<file path="src/rtl/irq_pkg.sv">
package irq_pkg;
    localparam int DEF_N_EXT = 14;
    localparam int DEF_N_EMU = 2;
    localparam int DEF_PC_W  = 22;

    // Return address step for the current instruction size
    function automatic logic [1:0] instr_step(input logic is_long);
        return is_long ? 2'd2 : 2'd1;
    endfunction
endpackage

</file>
<file path="src/rtl/irq_edge_sync.sv">
module irq_edge_sync #(
    parameter int WIDTH = 14
) (
    input  logic             clk,
    input  logic             rst_n,
    input  logic [WIDTH-1:0] line_n,
    output logic [WIDTH-1:0] fall_o
);
    logic [WIDTH-1:0] s1_q, s2_q, s3_q;

    for (genvar i = 0; i < WIDTH; i++) begin : g_line
        always_ff @(posedge clk) begin
            if (!rst_n) begin
                s1_q[i] <= 1'b1;
                s2_q[i] <= 1'b1;
                s3_q[i] <= 1'b1;
            end else begin
                s1_q[i] <= line_n[i];
                s2_q[i] <= s1_q[i];
                s3_q[i] <= s2_q[i];
            end
        end
        assign fall_o[i] = s3_q[i] & ~s2_q[i];
    end
endmodule

</file>
<file path="src/rtl/irq_prio_pick.sv">
module irq_prio_pick #(
    parameter int N = 16,
    localparam int IW = $clog2(N)
) (
    input  logic [N-1:0]  req,
    output logic          vld_o,
    output logic [IW-1:0] idx_o
);
    always_comb begin
        vld_o = |req;
        idx_o = '0;
        for (int i = N - 1; i >= 0; i--) begin
            if (req[i]) idx_o = IW'(i);
        end
    end
endmodule

</file>
<file path="src/rtl/irq_flag_ctrl.sv">
module irq_flag_ctrl #(
    parameter int N_EXT = irq_pkg::DEF_N_EXT,
    parameter int N_EMU = irq_pkg::DEF_N_EMU,
    parameter int PC_W  = irq_pkg::DEF_PC_W,
    localparam int N_SRC = N_EXT + N_EMU,
    localparam int IDX_W = $clog2(N_SRC)
) (
    input  logic             clk,
    input  logic             rst_n,
    input  logic [N_EXT-1:0] ext_irq_n,
    input  logic             emu_log_req,
    input  logic             emu_rtos_req,
    input  logic             sw_flag_set_we,
    input  logic             sw_flag_clr_we,
    input  logic [N_SRC-1:0] sw_flag_wdata,
    input  logic             sw_en_we,
    input  logic [N_SRC-1:0] sw_en_wdata,
    input  logic             sw_mask_we,
    input  logic             sw_mask_wdata,
    input  logic [PC_W-1:0]  pc_i,
    input  logic             instr_long_i,
    input  logic             isr_start_i,
    output logic [N_SRC-1:0] flag_o,
    output logic [N_SRC-1:0] en_o,
    output logic             gmask_o,
    output logic             take_o,
    output logic [IDX_W-1:0] take_idx_o,
    output logic [PC_W-1:0]  ret_addr_o
);
    typedef struct packed {
        logic [N_SRC-1:0] flag;
        logic [N_SRC-1:0] en;
        logic             gmask;
        logic             lock;
        logic             take;
        logic [IDX_W-1:0] idx;
        logic [PC_W-1:0]  ret;
    } ctrl_st_t;

    ctrl_st_t st_q, st_d;

    logic [N_EXT-1:0] ext_fall;
    logic [N_SRC-1:0] pend;
    logic [N_SRC-1:0] hw_set, sw_set, clr_mask;
    logic             pick_vld, approve;
    logic [IDX_W-1:0] pick_idx;

    irq_edge_sync #(.WIDTH(N_EXT)) u_sync (
        .clk    (clk),
        .rst_n  (rst_n),
        .line_n (ext_irq_n),
        .fall_o (ext_fall)
    );

    assign pend = st_q.flag & st_q.en;

    irq_prio_pick #(.N(N_SRC)) u_pick (
        .req   (pend),
        .vld_o (pick_vld),
        .idx_o (pick_idx)
    );

    assign approve = pick_vld & ~st_q.lock & ~st_q.gmask;

    always_comb begin
        st_d     = st_q;
        st_d.take = 1'b0;
        hw_set   = {{(N_EMU-2){1'b0}}, emu_rtos_req, emu_log_req, ext_fall};
        sw_set   = sw_flag_set_we ? sw_flag_wdata : '0;
        clr_mask = sw_flag_clr_we ? sw_flag_wdata : '0;
        if (sw_en_we)   st_d.en    = sw_en_wdata;
        if (sw_mask_we) st_d.gmask = sw_mask_wdata;
        if (approve) begin
            clr_mask          = clr_mask | (N_SRC'(1) << pick_idx);
            st_d.en[pick_idx] = 1'b0;
            st_d.lock         = 1'b1;
            st_d.take         = 1'b1;
            st_d.idx          = pick_idx;
            st_d.ret          = pc_i + PC_W'(irq_pkg::instr_step(instr_long_i));
        end
        if (isr_start_i && st_q.lock) begin
            st_d.lock  = 1'b0;
            st_d.gmask = 1'b1;
        end
        st_d.flag = (st_q.flag & ~clr_mask) | hw_set | sw_set;
    end

    always_ff @(posedge clk) begin
        if (!rst_n) begin
            st_q       <= '0;
            st_q.gmask <= 1'b1;
        end else begin
            st_q <= st_d;
        end
    end

    assign flag_o     = st_q.flag;
    assign en_o       = st_q.en;
    assign gmask_o    = st_q.gmask;
    assign take_o     = st_q.take;
    assign take_idx_o = st_q.idx;
    assign ret_addr_o = st_q.ret;


    take_one_cycle_chk: assert property (@(posedge clk) disable iff (!rst_n)
        take_o |=> !take_o);


    take_unmasked_chk: assert property (@(posedge clk) disable iff (!rst_n)
        take_o |-> !$past(gmask_o));


    lockout_hold_chk: assert property (@(posedge clk) disable iff (!rst_n)
        (st_q.lock && !isr_start_i) |=> !take_o);


    isr_release_chk: assert property (@(posedge clk) disable iff (!rst_n)
        (st_q.lock && isr_start_i) |=> (gmask_o && !st_q.lock));


    take_clears_en_chk: assert property (@(posedge clk) disable iff (!rst_n)
        take_o |-> !en_o[take_idx_o]);


    sw_set_sticks_chk: assert property (@(posedge clk) disable iff (!rst_n)
        sw_flag_set_we |=> ((flag_o & $past(sw_flag_wdata)) == $past(sw_flag_wdata)));


    prio_lowest_chk: assert property (@(posedge clk) disable iff (!rst_n)
        pick_vld |-> (pend[pick_idx] && ((pend & ((N_SRC'(1) << pick_idx) - N_SRC'(1))) == '0)));
endmodule

</file>
<file path="config.mk">
export PLATFORM = sky130hd
export DESIGN_NAME = irq_flag_ctrl
export DESIGN_NICKNAME = d
export VERILOG_FILES = /design/src/rtl/irq_pkg.sv /design/src/rtl/irq_edge_sync.sv /design/src/rtl/irq_prio_pick.sv /design/src/rtl/irq_flag_ctrl.sv
export SDC_FILE = /design/constraint.sdc
export NUM_CORES = 1
export LEC_CHECK = 0
export ABC_AREA = 1
export BUFFER_PORTS_ARGS = -buffer_cell sky130_fd_sc_hd__buf_4
export CAP_MARGIN = 25
export CORE_MARGIN = 2
export CORE_UTILIZATION = 52
export DETAILED_ROUTE_END_ITERATION = 8
export GPL_ROUTABILITY_DRIVEN = 0
export GPL_TIMING_DRIVEN = 0
export PLACE_DENSITY_LB_ADDON = 0.15
export SLEW_MARGIN = 15
export SYNTH_ARGS = -nofsm -noshare
export SYNTH_HDL_FRONTEND = slang
export SYNTH_SLANG_ARGS = --single-unit
</file>
<file path="constraint.sdc">
create_clock -name clk -period 2.71 [get_ports clk]
set_input_delay 0.542 -clock clk [delete_from_list [all_inputs] [get_ports clk]]
set_output_delay 0.542 -clock clk [all_outputs]
set_load 0.005 [all_outputs]
</file>
==> flow_summary.toml, run 1 <==
[run_status]
outcome = "finished, final reports clean"

[critical_path]
r2r_cells = 9
worstSetupPathType = "input port to flip-flop"
worst_r2r_endpoint = "ret_addr_o[16]"
end_kind = "flip-flop"
reg2reg_slack_ps = 550
crit_path_start_kind = "input port"
cp.arrival_ps = 2770
cp.required_ps = 2950
critPathMaxFanout = 4
timing.rr.start = "flag_o[2]"

[routing]
drt_iter0_markers = 195
drt_first_pass_iters = 5
wire_per_inst_um = 13.91
drt-vias-per-instance = 4.980
antenna_left = 0
num_vias = 4168
routed_wl_um = 11640
drcViolationCount = 0

[placement]
preCtsSetupSlack_ps = -188.5
dp_hpwl_um = 9002
portBuffers = 135
dpl_cell_area_mm2 = 0.005847

[timing]
fmax_mhz = 395.1
setup_violations = 0
finalMaxSlewViolations = 0
rsz0062_at_grt = "false"
layout_setup_ws_ps = 179.1
clock-skew-final_ps = 12.29
relSlewSlack_pct = 60.72
worst_pin_slew_ps = 589.2
period_minus_slack_ps = 2531
fin_crit_sh_pct = 93.39
final-hold-violation-count = 0

[cts]
cts.path.max_buffers = 2
path_clk_slew_ps = 100
numClockSinks = 103
cts_root_buf = "clkbuf_8"
htree_levels = 3
cts_tree = "done"
cts_resized = 0
postCtsHoldBufs = 0
clkLatencyLatePin_ps = 370
cts_inserted_buffers = 9
postCtsSetupBuffers = 0

[floorplanning]
die_w_um = 99.06
io_pins = 139
core_area_mm2 = 0.008721
rows = 34
die_y_um = 99.06
die_area_mm2 = 0.009812
start_util_pct = 53.87

[synth]
synthTopCellsByArea = "dfxtp_1, buf_4, nand2_1"
synthesis.instances = 578
ys.flop_type = "dfxtp_1"
yosysMostFrequentCell = "dfxtp_1"
syn_area_per_cell_um2 = 8.128
synth_area_mm2 = 0.004698
synth_edf_count = 0
yosys-top-cells-count = "dfxtp_1, nand2_1, buf_4, nor2_1, inv_1"
synth_nets = 660
async_flop_share_pct = 0
synth_cell_types = 36
ys_seq_area_share_pct = 43.89
synth_top_area_share_pct = 43.89
yosysTopAreaCell = "dfxtp_1"
ys_warn_count = 0
synth-seq-cells = 103

[worst_hold_path]
min_to = "u_sync.s1_q[11]"
holdCritStartpoint = "ext_irq_n[11]"
hp-class = "input port to flip-flop"
whs_path_depth = 2

[global_routing]
grt_pass1_vias = 3956
grt_pass1_wl_um = 18790
grt_max_degree = 19
grt.total_usage_pct = 23.99
antenna_found_initial = 0
grt-ovfl-total = 0

[finish]
utilization_pct = 69.63
fin_nets = 806
num_antenna_cells = 0
syn_to_final_growth_pct = 29.24
final_area_mm2 = 0.006072
drive_gt1_share_pct = 36.21

[pwr]
power_mw = 3.392
ir_drop_mv = 0.4421
p_leak_nw = 2.994
power.density_mw_per_mm2 = 558.6

[flow_run]
maxCapViolations = 0
[layer usage]
layer  share of wire, %  global-route usage (%)  wire [um]  vias up
li1                   -                       -          -     2108
met1                 42                   30.99       4904     1879
met2                 48                   39.86       5556      159
met3                8.4                   5.390        977       22
met4                1.7                   7.903        201        0
met5                  0                       0          0        -
[sequential cells by signal, summed over array words and instances (netlist names)]
name	cells
u_sync.s1_q	14
u_sync.s2_q	14
st_q	1
gmask_o	1
u_sync.s3_q	14
take_o	1
flag_o	16
ret_addr_o	22
en_o	16
take_idx_o	4
[worst max path at each step]
stage                  from        endpoint  depth (start not counted)  slack [ps]
3_3_place_gp   instr_long_i  ret_addr_o[16]                         13        -110
6_report       instr_long_i  ret_addr_o[16]                         13         180
2_1_floorplan  instr_long_i  ret_addr_o[16]                         12         200
4_1_cts        instr_long_i  ret_addr_o[16]                         13         200
3_5_place_dp   instr_long_i  ret_addr_o[16]                         13        -190
5_1_grt        instr_long_i  ret_addr_o[16]                         13          20
[area by class of cell]
class	count	area (um2)
plain buffers	80	521.8
clock buffers	9	123.9
clock inverters	7	101.3
fillers	711	2649
inverters	47	176.4
multi-input cells	348	1938
flip-flops and latches	103	2062
well taps	108	135.1
repair buffers	135	1013
[where the power goes]
part | switching (mW) | internal, mW | total [mW]
registers | 0.0553 | 1.61 | 1.66
logic | 0.299 | 0.340 | 0.639
clock network | 0.559 | 0.530 | 1.09
total | 0.913 | 2.48 | 3.39
[stage by stage]
step / hold WS, ps / TNS [ps] / std cells
final: 349.8 / 0 / 837
after global routing: 339.8 / 0 / 837
after floorplan: 391.2 / 0 / 578
after CTS: 343.6 / 0 / 837
after global placement: 394.7 / -197.1 / 821
after detailed placement: 397.5 / -367.5 / 821
[critical path, stage by stage]
cell and delay (ps):
buf_4 120, inv_1 90, ha_1 170, inv_1 50, fa_1 450, nor4_4 370
nand3_2 140, nor2_2 160, nand3_2 170, nor2_2 150, nand3_1 100, xor2_1 170
a21oi_1 100
[placed cells by master (no fill, tap or decap), drive strengths merged]
cell / synthesis / routed
nor4: 2 / 2
o211ai: 17 / 17
mux2i: 1 / 1
a31oi: 1 / 1
a22oi: 14 / 14
bufinv: 0 / 2
clkbuf: 19 / 28
nand2: 88 / 88
ha: 2 / 2
xor2: 14 / 14
nand4: 10 / 10
inv: 47 / 50
nand3: 23 / 23
fa: 1 / 1
a211oi: 2 / 2
nor2: 62 / 62
a21oi: 39 / 39
nor3: 5 / 5
clkinvlp: 0 / 2
a21boi: 8 / 8
or2: 28 / 28
buf: 61 / 196
dfxtp: 103 / 103
o21a: 1 / 1
xnor2: 6 / 6
o21ai: 24 / 24
[cell families (layout without fill, tap and decap cells)]
group | count (synthesis) | in the layout | synth area share (%)
and+or+nand+nor | 218 | 218 | 22.72
buffers and inverters | 127 | 278 | 14.86
AOI/OAI and AO/OA | 106 | 106 | 13.64
DFF | 103 | 103 | 43.89
xor gates and xnor gates | 20 | 20 | 3.728
adders and majority gates | 3 | 3 | 0.9587
muxes | 1 | 1 | 0.2131
Note: power is estimated with default switching activity, not from simulation.
==> run 2: changes to the inputs <==
- MAX_ROUTING_LAYER: unset -> met4
- REMOVE_ABC_BUFFERS: unset -> 1
==> flow_summary.toml, run 2 (same netlist as run 1, synthesis figures left out) <==
[floorplanning]
die_w_um = 99.06
core_area_mm2 = 0.008721
die_y_um = 99.06
rows = 34
io_pins = 139
die_area_mm2 = 0.009812
start_util_pct = 53.87

[timing]
fin_setup_tns_ps = 0
final-hold-violation-count = 0
rsz0062_at_grt = "false"
finalMaxSlewViolations = 0
fin_crit_sh_pct = 91.25
setup_violations = 0
clock-skew-final_ps = 10.25
worst_pin_slew_ps = 587.1
fmax_mhz = 404.4
relSlewSlack_pct = 60.82
period_minus_slack_ps = 2473

[routing]
drt_first_pass_iters = 4
routed_wl_um = 10550
drcViolationCount = 0
num_vias = 3890
antenna_left = 0
wire_per_inst_um = 13.86
drt-vias-per-instance = 5.112
drt_iter0_markers = 103

[finish]
drive_gt1_share_pct = 31.85
num_antenna_cells = 0
fillers = 765
multi_input_area_mm2 = 0.001944
final_common_cell = "buf_4"
utilization_pct = 64.49
regArea_mm2 = 0.002062
syn_to_final_growth_pct = 19.71
largest_reg_flops = 22
fin_nets = 732
layout_common_cells = "buf_4, dfxtp_1, nand2_1, nor2_1, inv_1"

[global_routing]
grt.total_usage_pct = 22.35
grt-ovfl-total = 0
grt_pass1_vias = 3668
grt_max_degree = 38
antenna_found_initial = 0
grt_pass1_wl_um = 17110

[placement]
dp_hpwl_um = 7817
portBuffers = 138

[pwr]
p_leak_nw = 2.684
ir_drop_mv = 0.2914
power_mw = 3.235
power.density_mw_per_mm2 = 575.1

[cts]
cts_resized = 0
htree_levels = 3
cts.path.max_buffers = 2
cts_root_buf = "clkbuf_8"
cts_inserted_buffers = 9
path_clk_slew_ps = 100
numClockSinks = 103
postCtsHoldBufs = 0
cts_tree = "done"
clkLatencyLatePin_ps = 360
postCtsSetupBuffers = 0

[critical_path]
cp.arrival_ps = 2760
reg2reg_slack_ps = 350
end_kind = "flip-flop"
worstSetupPathType = "input port to flip-flop"
crit_path_start_kind = "input port"
cp.required_ps = 3000
r2r_cells = 11
critPathMaxFanout = 4

[worst_hold_path]
hp-class = "input port to flip-flop"
whs_path_depth = 2

[flow_run]
maxCapViolations = 0

[run_status]
outcome = "finished, final reports clean"
run 2: cell types whose count changed in the layout (fill, tap and decap cells not counted), sizes merged:
cell	before	now
buf	196	141
clkbuf	28	9
inv	50	48
run 2: stage by stage:
| step | std cells | worst slack, ps | hold slack (ps) | instance area [um2] |
|---|---|---|---|---|
| floorplan | 498 | -160.7 | 391.2 | 4177 |
| global placement | 744 | -1255 | 394.0 | 5348 |
| detailed placement | 747 | -135.8 | 397.2 | 5416 |
| CTS | 761 | 224.5 | 350.0 | 5624 |
| global route | 761 | 27.07 | 345.6 | 5624 |
| finish | 761 | 237.2 | 360.5 | 5624 |
run 2: per-layer routing:
metal | track usage, % | up-vias | share of wire (%)
met2 | 37.94 | 122 | 50
met3 | 4.043 | 21 | 6.0
met1 | 26.40 | 1791 | 42
met5 | - | - | 0
li1 | - | 1956 | -
met4 | 8.430 | 0 | 1.7
run 2: path summary, 6_finish.rpt:
path,from,end
max,instr_long_i,ret_addr_o[16]
min,ext_irq_n[11],u_sync.s1_q[11]
max reg2reg,en_o[0],en_o[13]
min reg2reg,u_sync.s1_q[9],u_sync.s2_q[9]
run 2: report_power, final:
group	internal (mW)	switching (mW)
registers	1.61	0.0547
clock network	0.514	0.508
logic	0.273	0.276
total	2.40	0.839
run 2: critical path, cell delays in order:
cell	delay, ps
buf_4	110
inv_1	90
ha_1	180
inv_1	60
fa_1	450
nor4_4	360
nand3_2	130
nor2_2	170
nand3_2	150
nor2_2	150
nand3_1	90
xor2_1	150
a21oi_1	120
run 2: final cells by class:
type | instances | area share (%)
tap | 108 | 2.403
timing repair buffer | 141 | 19.53
inverter | 47 | 3.137
clock inverter | 5 | 1.491
multi-input combinational | 348 | 34.57
sequential | 103 | 36.66
clock buffer | 9 | 2.202
==> run 3: changes to the inputs <==
- ABC_AREA: 1 -> 0
- PLACE_DENSITY: unset -> 0.8
- PLACE_DENSITY_LB_ADDON: 0.15 -> unset
==> flow_summary.toml, run 3 <==
[timing]
finalMaxSlewViolations = 0
setup_violations = 0
worst_pin_slew_ps = 793.9
period_minus_slack_ps = 2246
whs_ps = 336.2
clock-skew-final_ps = 14.34
rsz0062_at_grt = "false"
final-hold-violation-count = 0
relSlewSlack_pct = 46.95
fin_crit_sh_pct = 82.88
fmax_mhz = 445.2

[synth]
yosysTopAreaCell = "dfxtp_1"
syn_area_per_cell_um2 = 9.466
ys.flop_type = "dfxtp_1"
yosys.area_share.adder_pct = 0.9063
synth_area_mm2 = 0.004970
synthTopCellsByArea = "dfxtp_1, buf_4, nand2_1"
synth-seq-cells = 103
ys_warn_count = 0
synth_compound_area_share_pct = 18.66
ys_seq_area_share_pct = 41.49
yosysMostFrequentCell = "dfxtp_1"
async_flop_share_pct = 0
synth_top_family_by_area = "compound AO/OA/AOI/OAI gates"
synth_edf_count = 0
synthesis.instances = 525
synth_top_area_share_pct = 41.49
synth_cell_types = 63
synthSimpleGateAreaFrac_pct = 18.13
yosys-top-cells-count = "dfxtp_1, buf_4, nand2_1"
synth.area.mux_share_pct = 4.280
synth_xor_area_share_pct = 3.525

[cts]
path_clk_slew_ps = 110
cts_tree = "done"
cts_resized = 0
cts.path.max_buffers = 2
postCtsSetupBuffers = 0
cts_root_buf = "clkbuf_8"
numClockSinks = 103
postCtsHoldBufs = 0
clkLatencyLatePin_ps = 380
htree_levels = 3
cts_inserted_buffers = 9

[pwr]
p_leak_nw = 2.539
power.density_mw_per_mm2 = 544.8
comb_power_share_pct = 18.1
power_frac_seq_pct = 52.3
p_int_mw = 2.259
ir_drop_mv = 0.3076
power_mw = 3.189
swShare_pct = 29.17
p_switching_uw = 930.3
p_clk_share_pct = 29.6

[worst_hold_path]
holdCritStartpoint = "ext_irq_n[8]"
min_to = "u_sync.s1_q[8]"
whs_path_depth = 2
hp-class = "input port to flip-flop"

[floorplanning]
die_area_mm2 = 0.01036
core_area_mm2 = 0.009240
io_pins = 139
die_y_um = 101.8
rows = 35
die_w_um = 101.8
start_util_pct = 53.78

[routing]
drt_iter0_markers = 228
drt_first_pass_iters = 4
num_vias = 3861
antenna_left = 0
routed_wl_um = 11340
wire_per_inst_um = 15.60
drt-vias-per-instance = 5.311
drcViolationCount = 0

[finish]
fillers = 769
largest_reg_flops = 22
fin_nets = 675
layout_common_cells = "buf_4, dfxtp_1, nand2_1, nor2_1, nand2b_1"
drive_gt1_share_pct = 33.78
final_common_cell = "buf_4"
num_antenna_cells = 0
syn_to_final_growth_pct = 17.80

[global_routing]
grt_pass1_vias = 3674
grt_pass1_wl_um = 17750
grt_max_degree = 56
grt-ovfl-total = 0
antenna_found_initial = 0
grt.total_usage_pct = 22.74

[critical_path]
end_kind = "flip-flop"
crit_path_start_kind = "flip-flop"
cp.arrival_ps = 2490
slowest_delay_ps = 650
cp.required_ps = 2960
path_delay_family = "compound AO/OA/AOI/OAI gates"
reg2reg_slack_ps = 460
worstSetupPathType = "flip-flop to flip-flop"
crit_buf_inv = 1
r2r_cells = 7
cp_slowest_cell = "a21oi_4"
crit_chain = "nand2_1 -> nand3_1 -> nor2_1 -> a21oi_4 -> buf_16 -> mux2i_1 -> nor2_1"
timing.rr.start = "en_o[2]"
crit_top_cell = "nor2_1"
worst_r2r_endpoint = "ret_addr_o[2]"
critPathMaxFanout = 26

[placement]
dp_hpwl_um = 8374
portBuffers = 138

[run_status]
outcome = "finished, final reports clean"

[flow_run]
maxCapViolations = 0
run 3: cell types whose count changed in the layout (fill, tap and decap cells not counted), moves of 15 or more:
cell	previous run	this run
inv_1	43	22
mux2i_1	1	19
or2_2	28	0
nand2b_1	0	30
o21ai_0	24	7
a21oi_1	38	23
nand2_1	83	55
nor2_1	58	33
run 3: power by group through the flow:
stage | Sequential, mW | Combinational (mW) | Clock, mW
after floorplan | 1.69 | 0.281 | 0
after global placement | 1.70 | 0.555 | 0
after detailed placement | 1.70 | 0.578 | 0
after CTS | 1.67 | 0.580 | 0.967
after global routing | 1.68 | 0.627 | 1.03
final | 1.67 | 0.577 | 0.945
run 3: worst max-delay path by stage:
stage / from / endpoint / slack [ps] / cells after the start
6_report: en_o[2] / ret_addr_o[2] / 460 / 7
5_1_grt: en_o[2] / ret_addr_o[2] / 270 / 7
4_1_cts: en_o[2] / ret_addr_o[2] / 470 / 7
3_5_place_dp: instr_long_i / ret_addr_o[18] / 370 / 9
3_3_place_gp: en_o[3] / take_idx_o[2] / -470 / 6
2_1_floorplan: en_o[2] / ret_addr_o[0] / 120 / 6
run 3: cells by family after synthesis:
kind of cell             Yosys count
buffers and inverters            106
adder cells (fa/ha/maj)            3
multiplexers                      21
AND/OR/NAND/NOR                  166
XOR/XNOR                          20
AO/OA/AOI/OAI                    106
flip-flops                       103
run 3: cell type report:
class                           count  area, um2  area share [%]
Tap cell                          129      161.4           2.757
Multi-Input combinational cell    316       2268           38.75
Inverter                           23      86.33           1.475
Clock inverter                      7      68.82           1.175
Timing Repair Buffer              140       1084           18.51
Sequential cell                   103       2062           35.22
Clock buffer                        9      123.9           2.116
run 3: routing by layer:
layer  wire length, um  track usage, %  up-vias
met5                 0               -        -
met4               346           12.16        0
met3               628           3.796       27
met2              5575           35.73      129
met1              4793           27.87     1821
li1                  -               -     1884
run 3: stage by stage:
| step | cells | TNS [ps] | instance area [um2] | util (%) | worst slack (ps) |
|---|---|---|---|---|---|
| final | 727 | 0 | 5854 | 63.36 | 464.0 |
| after detailed placement | 711 | 0 | 5662 | 61.27 | 372.8 |
| after global placement | 709 | -10400 | 5607 | 60.68 | -472.9 |
| after floorplan | 442 | 0 | 4409 | - | 119.2 |
| after global routing | 727 | 0 | 5854 | 63.36 | 271.0 |
| after CTS | 727 | 0 | 5854 | 63.36 | 473.0 |
